<file path="config.mk">
export PLATFORM = sky130hd
export DESIGN_NAME = pm_i2c_target
export DESIGN_NICKNAME = d
export VERILOG_FILES = /design/src/rtl/pm_i2c_pkg.sv /design/src/rtl/pm_i2c_sync.sv /design/src/rtl/pm_i2c_link.sv /design/src/rtl/pm_reg_bank.sv /design/src/rtl/pm_i2c_target.sv
export SDC_FILE = /design/constraint.sdc
export NUM_CORES = 1
export LEC_CHECK = 0
export BUFFER_PORTS_ARGS = -buffer_cell sky130_fd_sc_hd__buf_2
export CAP_MARGIN = 25
export CELL_PAD_IN_SITES_DETAIL_PLACEMENT = 1
export CELL_PAD_IN_SITES_GLOBAL_PLACEMENT = 2
export CORE_MARGIN = 2
export CORE_UTILIZATION = 31
export DETAILED_ROUTE_END_ITERATION = 6
export PLACE_DENSITY = 0.64
export SLEW_MARGIN = 0
export SYNTH_ARGS = -nofsm -noshare
export SYNTH_HDL_FRONTEND = slang
export SYNTH_SLANG_ARGS = --single-unit
</file>
<file path="constraint.sdc">
create_clock -name clk -period 1.7 [get_ports clk]
set_input_delay 0.17 -clock clk [delete_from_list [all_inputs] [get_ports clk]]
set_output_delay 0.17 -clock clk [all_outputs]
set_load 0.05 [all_outputs]
</file>
<file path="src/rtl/pm_i2c_pkg.sv">
// Shared types for the power-management bus target.
package pm_i2c_pkg;

    // Byte-level phase of the bus target.
    typedef enum logic [2:0] {
        ST_IDLE,   // not addressed; waiting for START
        ST_ADDR,   // shifting in the address byte
        ST_ACK,    // target holds the acknowledge bit
        ST_WR,     // shifting in a write data byte
        ST_RD,     // shifting out a read data byte
        ST_RACK    // sampling the host acknowledge of a read byte
    } link_state_t;

endpackage

</file>
<file path="src/rtl/pm_i2c_sync.sv">
// Bus line conditioner.
// Brings SCL and SDA into the clk domain through a STAGES-deep flop chain.
// From the synchronised levels it derives SCL edges and the START and STOP
// conditions (an SDA edge while SCL stays high).
// Assumes clk is many times faster than SCL. Both lines reset to idle-high.
module pm_i2c_sync #(
    parameter int STAGES = 2
) (
    input  logic clk,
    input  logic rst_n,
    input  logic scl_in,
    input  logic sda_in,
    output logic scl_s,
    output logic sda_s,
    output logic scl_rise,
    output logic scl_fall,
    output logic start_det,
    output logic stop_det
);
    logic [STAGES-1:0] scl_ff;
    logic [STAGES-1:0] sda_ff;
    logic              scl_p;
    logic              sda_p;

    // Synchroniser chains plus one history flop per line for edge detection.
    always_ff @(posedge clk) begin
        if (!rst_n) begin
            scl_ff <= '1;
            sda_ff <= '1;
            scl_p  <= 1'b1;
            sda_p  <= 1'b1;
        end else begin
            scl_ff <= {scl_ff[STAGES-2:0], scl_in};
            sda_ff <= {sda_ff[STAGES-2:0], sda_in};
            scl_p  <= scl_ff[STAGES-1];
            sda_p  <= sda_ff[STAGES-1];
        end
    end

    // Edge and bus-condition decode on the synchronised levels.
    always_comb begin
        scl_s     = scl_ff[STAGES-1];
        sda_s     = sda_ff[STAGES-1];
        scl_rise  = scl_s && !scl_p;
        scl_fall  = !scl_s && scl_p;
        start_det = scl_s && scl_p && sda_p && !sda_s;
        stop_det  = scl_s && scl_p && !sda_p && sda_s;
    end
endmodule

</file>
<file path="src/rtl/pm_i2c_link.sv">
// Byte engine of the bus target.
// Matches the address, shifts bytes in and out MSB first and drives the
// acknowledge bits. It raises one-cycle strobes toward the register bank:
// wr_en on each complete write byte (wr_is_ptr marks the first byte of a
// transfer) and rd_en whenever a read byte is fetched.
// Assumes rd_data is valid in the same cycle as rd_en.
module pm_i2c_link
    import pm_i2c_pkg::*;
#(
    parameter logic [6:0] TARGET_ADDR = 7'h34
) (
    input  logic       clk,
    input  logic       rst_n,
    input  logic       sda_s,
    input  logic       scl_rise,
    input  logic       scl_fall,
    input  logic       start_det,
    input  logic       stop_det,
    input  logic [7:0] rd_data,
    output logic       wr_en,
    output logic       wr_is_ptr,
    output logic [7:0] wr_data,
    output logic       rd_en,
    output logic       sda_pull
);
    localparam int BITS = 8;

    link_state_t state;
    logic [3:0]  bitcnt;
    logic [7:0]  shreg;
    logic        is_read;
    logic        first_byte;
    logic        host_nack;

    // Strobes toward the register bank, issued on the SCL fall that ends a byte.
    always_comb begin
        wr_en     = (state == ST_WR) && scl_fall && (bitcnt == 4'(BITS));
        wr_is_ptr = first_byte;
        wr_data   = shreg;
        rd_en     = scl_fall && (((state == ST_ACK) && is_read) ||
                                 ((state == ST_RACK) && !host_nack));
    end

    // Bus phase sequencing, shifting and SDA drive.
    always_ff @(posedge clk) begin
        if (!rst_n) begin
            state      <= ST_IDLE;
            bitcnt     <= '0;
            shreg      <= '0;
            is_read    <= 1'b0;
            first_byte <= 1'b1;
            host_nack  <= 1'b0;
            sda_pull   <= 1'b0;
        end else if (start_det) begin
            state      <= ST_ADDR;
            bitcnt     <= '0;
            first_byte <= 1'b1;
            sda_pull   <= 1'b0;
        end else if (stop_det) begin
            state      <= ST_IDLE;
            first_byte <= 1'b1;
            sda_pull   <= 1'b0;
        end else begin
            case (state)
                ST_ADDR, ST_WR: begin
                    if (scl_rise && bitcnt < 4'(BITS)) begin
                        shreg  <= {shreg[6:0], sda_s};
                        bitcnt <= bitcnt + 4'd1;
                    end else if (scl_fall && bitcnt == 4'(BITS)) begin
                        bitcnt <= '0;
                        if (state == ST_WR) begin
                            first_byte <= 1'b0;
                            sda_pull   <= 1'b1;
                            state      <= ST_ACK;
                        end else if (shreg[7:1] == TARGET_ADDR) begin
                            is_read  <= shreg[0];
                            sda_pull <= 1'b1;
                            state    <= ST_ACK;
                        end else begin
                            state <= ST_IDLE;
                        end
                    end
                end
                ST_ACK: begin
                    if (scl_fall) begin
                        bitcnt <= '0;
                        if (is_read) begin
                            shreg    <= rd_data;
                            sda_pull <= ~rd_data[7];
                            state    <= ST_RD;
                        end else begin
                            sda_pull <= 1'b0;
                            state    <= ST_WR;
                        end
                    end
                end
                ST_RD: begin
                    if (scl_fall) begin
                        if (bitcnt == 4'(BITS - 1)) begin
                            bitcnt   <= '0;
                            sda_pull <= 1'b0;
                            state    <= ST_RACK;
                        end else begin
                            shreg    <= {shreg[6:0], 1'b0};
                            sda_pull <= ~shreg[6];
                            bitcnt   <= bitcnt + 4'd1;
                        end
                    end
                end
                ST_RACK: begin
                    if (scl_rise) begin
                        host_nack <= sda_s;
                    end else if (scl_fall) begin
                        if (!host_nack) begin
                            shreg    <= rd_data;
                            sda_pull <= ~rd_data[7];
                            state    <= ST_RD;
                        end else begin
                            state <= ST_IDLE;
                        end
                    end
                end
                default: ;
            endcase
        end
    end
endmodule

</file>
<file path="src/rtl/pm_reg_bank.sv">
// Register space of the power-management target.
// Holds the register pointer and the one writable register. Every other
// index is a constant: the fixed entries come from parameters and all the
// rest read zero. Indices at or past NUM_REGS read 0xFF.
// Assumes wr_en and rd_en never fire in the same cycle.
module pm_reg_bank #(
    parameter int         NUM_REGS = 186,
    parameter logic [7:0] WR_REG   = 8'h23,
    parameter logic [7:0] WR_RST   = 8'h16,
    parameter logic [7:0] VER_IDX  = 8'h03,
    parameter logic [7:0] VER_VAL  = 8'h01,
    parameter logic [7:0] IRQ_IDX  = 8'h40,
    parameter logic [7:0] IRQ_VAL  = 8'hD8
) (
    input  logic       clk,
    input  logic       rst_n,
    input  logic       wr_en,
    input  logic       wr_is_ptr,
    input  logic [7:0] wr_data,
    input  logic       rd_en,
    output logic [7:0] rd_data
);
    localparam int             NFIX      = 2;
    localparam logic [8:0]     LIMIT     = 9'(NUM_REGS);
    localparam logic [NFIX*16-1:0] FIX_TAB = {IRQ_IDX, IRQ_VAL, VER_IDX, VER_VAL};

    logic [7:0]      ptr_q;
    logic [7:0]      vreg_q;
    logic            in_range;
    logic [NFIX-1:0] fix_hit;
    logic [7:0]      fix_val [NFIX];

    assign in_range = {1'b0, ptr_q} < LIMIT;

    // One comparator per read-only constant entry.
    for (genvar g = 0; g < NFIX; g++) begin : g_fixed
        assign fix_hit[g] = (ptr_q == FIX_TAB[g*16+8 +: 8]);
        assign fix_val[g] = FIX_TAB[g*16 +: 8];
    end

    // Pointer load or advance, and the writable register.
    always_ff @(posedge clk) begin
        if (!rst_n) begin
            ptr_q  <= '0;
            vreg_q <= WR_RST;
        end else if (wr_en) begin
            if (wr_is_ptr) begin
                ptr_q <= wr_data;
            end else if (ptr_q == WR_REG) begin
                vreg_q <= wr_data;
                ptr_q  <= ptr_q + 8'd1;
            end
        end else if (rd_en && in_range) begin
            ptr_q <= ptr_q + 8'd1;
        end
    end

    // Read value selection at the current pointer.
    always_comb begin
        rd_data = '0;
        if (!in_range) begin
            rd_data = 8'hFF;
        end else if (ptr_q == WR_REG) begin
            rd_data = vreg_q;
        end else begin
            for (int i = 0; i < NFIX; i++) begin
                if (fix_hit[i]) rd_data = fix_val[i];
            end
        end
    end
endmodule

</file>
<file path="src/rtl/pm_i2c_target.sv">
// Top of the power-management bus target.
// Chains the line conditioner, the byte engine and the register bank.
// Assumes external pull-ups, with sda_pull driving an open-drain pad. SCL is
// only observed, never held low.
module pm_i2c_target #(
    parameter logic [6:0] TARGET_ADDR = 7'h34,
    parameter int         NUM_REGS    = 186,
    parameter logic [7:0] WR_REG      = 8'h23,
    parameter logic [7:0] WR_RST      = 8'h16,
    parameter logic [7:0] VER_IDX     = 8'h03,
    parameter logic [7:0] VER_VAL     = 8'h01,
    parameter logic [7:0] IRQ_IDX     = 8'h40,
    parameter logic [7:0] IRQ_VAL     = 8'hD8,
    parameter int         SYNC_STAGES = 2
) (
    input  logic clk,
    input  logic rst_n,
    input  logic scl_in,
    input  logic sda_in,
    output logic sda_pull
);
    logic       scl_s;
    logic       sda_s;
    logic       scl_rise;
    logic       scl_fall;
    logic       start_det;
    logic       stop_det;
    logic       wr_en;
    logic       wr_is_ptr;
    logic [7:0] wr_data;
    logic       rd_en;
    logic [7:0] rd_data;

    pm_i2c_sync #(.STAGES(SYNC_STAGES)) u_sync (
        .clk       (clk),
        .rst_n     (rst_n),
        .scl_in    (scl_in),
        .sda_in    (sda_in),
        .scl_s     (scl_s),
        .sda_s     (sda_s),
        .scl_rise  (scl_rise),
        .scl_fall  (scl_fall),
        .start_det (start_det),
        .stop_det  (stop_det)
    );

    pm_i2c_link #(.TARGET_ADDR(TARGET_ADDR)) u_link (
        .clk       (clk),
        .rst_n     (rst_n),
        .sda_s     (sda_s),
        .scl_rise  (scl_rise),
        .scl_fall  (scl_fall),
        .start_det (start_det),
        .stop_det  (stop_det),
        .rd_data   (rd_data),
        .wr_en     (wr_en),
        .wr_is_ptr (wr_is_ptr),
        .wr_data   (wr_data),
        .rd_en     (rd_en),
        .sda_pull  (sda_pull)
    );

    pm_reg_bank #(
        .NUM_REGS (NUM_REGS),
        .WR_REG   (WR_REG),
        .WR_RST   (WR_RST),
        .VER_IDX  (VER_IDX),
        .VER_VAL  (VER_VAL),
        .IRQ_IDX  (IRQ_IDX),
        .IRQ_VAL  (IRQ_VAL)
    ) u_bank (
        .clk       (clk),
        .rst_n     (rst_n),
        .wr_en     (wr_en),
        .wr_is_ptr (wr_is_ptr),
        .wr_data   (wr_data),
        .rd_en     (rd_en),
        .rd_data   (rd_data)
    );
endmodule

</file>
==> results.yml <==
global_routing:
  grt_overflow_total: 0
  grt_pass1_vias: 2530
  grt_max_degree: 15
  grtUsageTotal_pct: 20.1
  grt_pass1_wl_mm: 13.3
  grt_antenna_before_repair: 0
critical_path:
  worstPathMaxFanout: 7
  criticalPathCategory: "reg -> reg"
  cp-start-kind: "flop"
  endpoint_kind: "flop"
  worstPathArrival_ns: 2.07
  critPathRequiredTime_ns: 1.91
clocking:
  cts-root-buf: "clkbuf_8"
  clk_latency_ns: 0.31
  cts_tree: "yes"
  cts_max_level: 2
  cts_buffer_depth: 2
  clkTransAtPathRegs_ns: 0.09
  numCtsBuffers: 5
  cts.sinks: 41
run:
  max_cap_viol_count: 0
synth:
  synth_edf_count: 0
  netlist_area_um2: 2360
  syn_area_per_cell_um2: 8.40
  yosysSeqAreaShare_pct: 34.8
  synth.yosys.warnings: 0
  synth_cell_types: 62
  synth_top_area_share_pct: 34.8
  synth_area_leaders: "dfxtp_1 35%, mux2i_1 4.7%, o21ai_0 4.5%"
  netlist_instances: 281
  synthTopCellsByCount: "41 x dfxtp_1, 21 x nand2_1, 21 x nor2_1, 21 x o21ai_0, 15 x a21oi_1"
  syn_nets: 289
  synth_ff_type: "dfxtp_1"
  async_reset_ff_share_pct: 0
  ys_ff_latch: 41
  synth.most_common_cell: "dfxtp_1"
  synth_top_area_cell: "dfxtp_1"
floorplanning:
  initial_utilization_pct: 32.2
  core_area_um2: 7330
  die-area_um2: 8330
  die_w_um: 91.2
  rows: 31
  fp.dieH_um: 91.2
  ios: 5
sta:
  finalCritPeriodShare_pct: 110
  rsz0062_at_grt: "yes"
  tns_ns: -2.31
  hold_ws_ns: 0.0466
  fin_worst_skew_ns: 0.00965
  worst_slew_pin_slew_ns: 0.369
  slew_headroom_pct: 75.1
  slew_viol_final: 0
  timing.final.ws_setup_ns: -0.169
  setup_violations: 27
  fin_crit_ns: 1.87
  clock.fmax_mhz: 535
  hold_viol: 0
outcome:
  status: "finished with violations"
  violations: "setup timing"
layout:
  layout-drive-gt1-share_pct: 42.5
  n_antenna_cell: 0
  regArea_um2: 841
  final_nets: 372
  num-fill-cells: 838
  multi_input_area_um2: 1640
  final_util_pct: 47.7
  syn_to_final_growth_pct: 48.3
power_and_ir_drop:
  power_mw: 1.91
  irDropWorstVdd_uv: 275
  p_per_area_nw_per_um2: 546
  leakage_nw: 1.40
min_path:
  holdCritPathClass: "in -> reg"
place:
  portBuffers: 4
  finalWeightedCongestion: 0.825
  preCtsSetupSlack_ns: -0.261
  hpwlAfterDp_mm: 5.71
routing:
  vias: 2479
  wl_mm: 8.25
  viasPerCell: 5.34
  drt_first_iter_violations: 100
  drc_errors: 0
  wl_per_cell_um: 17.8
  drt_pass1_iterations: 4
  final_antenna_net_count: 0
## final timing paths
path | from | end | slack [ns] | cells after the start
setup / recovery | u_link.state[1]$_SDFFE_PP0P_ | u_link.wr_data[4]$_SDFFE_PN0P_ | -0.17 | 8
hold / removal | scl_in | u_sync.scl_ff[0]$_SDFF_PN1_ | 0.05 | 2
setup reg to reg | u_link.state[1]$_SDFFE_PP0P_ | u_link.wr_data[4]$_SDFFE_PN0P_ | -0.17 | 8
hold reg to reg | u_sync.scl_ff[0]$_SDFF_PN1_ | u_sync.scl_ff[1]$_SDFF_PN1_ | 0.42 | 1
## layer usage
metal / global-route usage (%) / vias to the layer above / wire length, um
met5: 0 / - / 0
met4: 6.06 / 0 / 189
met3: 3.32 / 16 / 163
met2: 31.0 / 36 / 3770
met1: 28.7 / 1224 / 4130
li1: - / 1203 / -
## placed cells by master, fill, tap and decap left out, types with 9 or more instances in the layout
cell and count:
buf_4 79, nor2_1 16, nand3_1 9, a21oi_1 13, buf_6 11, nand2_1 19
mux2i_1 11, o21ai_0 13, dfxtp_1 33
## registers in the layout, summed over array words and instances (netlist names), 2 cells and up
register	flops
u_sync.sda_ff	2
u_link.bitcnt	4
u_bank.ptr_q	8
u_bank.vreg_q	8
u_sync.scl_ff	2
u_link.state	3
u_link.wr_data	8
## layout make-up
type,count,share of cell area [%]
clock inverter,1,0.858
inverter,11,1.18
multi-input combinational,211,46.9
tap,99,3.54
timing repair buffer,94,21.1
clock buffer,7,2.47
sequential,41,24.0
## what timing repair did
item	4_1_cts	5_1_grt
cloned	0	1
endpoints found under the setup margin	33	34
buffers inserted	8	9
hold buffers	0	0
pin swaps	13	11
gates resized for setup	22	51
## where the power goes
group	internal [mW]	switching, mW	leakage [nW]	total [mW]
clock network	0.479	0.360	0.0585	0.839
registers	0.960	0.00557	0.337	0.965
logic	0.0491	0.0575	1.00	0.107
## per-stage QoR
stage / cells / area (um2)
after floorplan: 281 / 2420
after global placement: 440 / 3020
after detailed placement: 440 / 3020
after CTS: 456 / 3260
after global routing: 464 / 3500
final: 464 / 3500
## worst max-delay path: stages (launching register included)
cell and delay [ns]:
dfxtp_4 0.38, buf_6 0.12, buf_4 0.14, nor3b_4 0.15, buf_4 0.13, buf_6 0.11
buf_4 0.13, or3_1 0.35, a32o_1 0.26
## cells by family (layout without fill, tap and decap cells)
family	count (synthesis)	count (layout)	share of synthesized area (%)
simple gates	110	110	27.3
buf+inv	29	113	5.57
compound gates	84	84	24.9
mux	11	11	4.67
fa+ha+maj	4	4	2.12
flops	41	41	34.8
xor+xnor	2	2	0.742
Power figures use the tool's default switching activity.
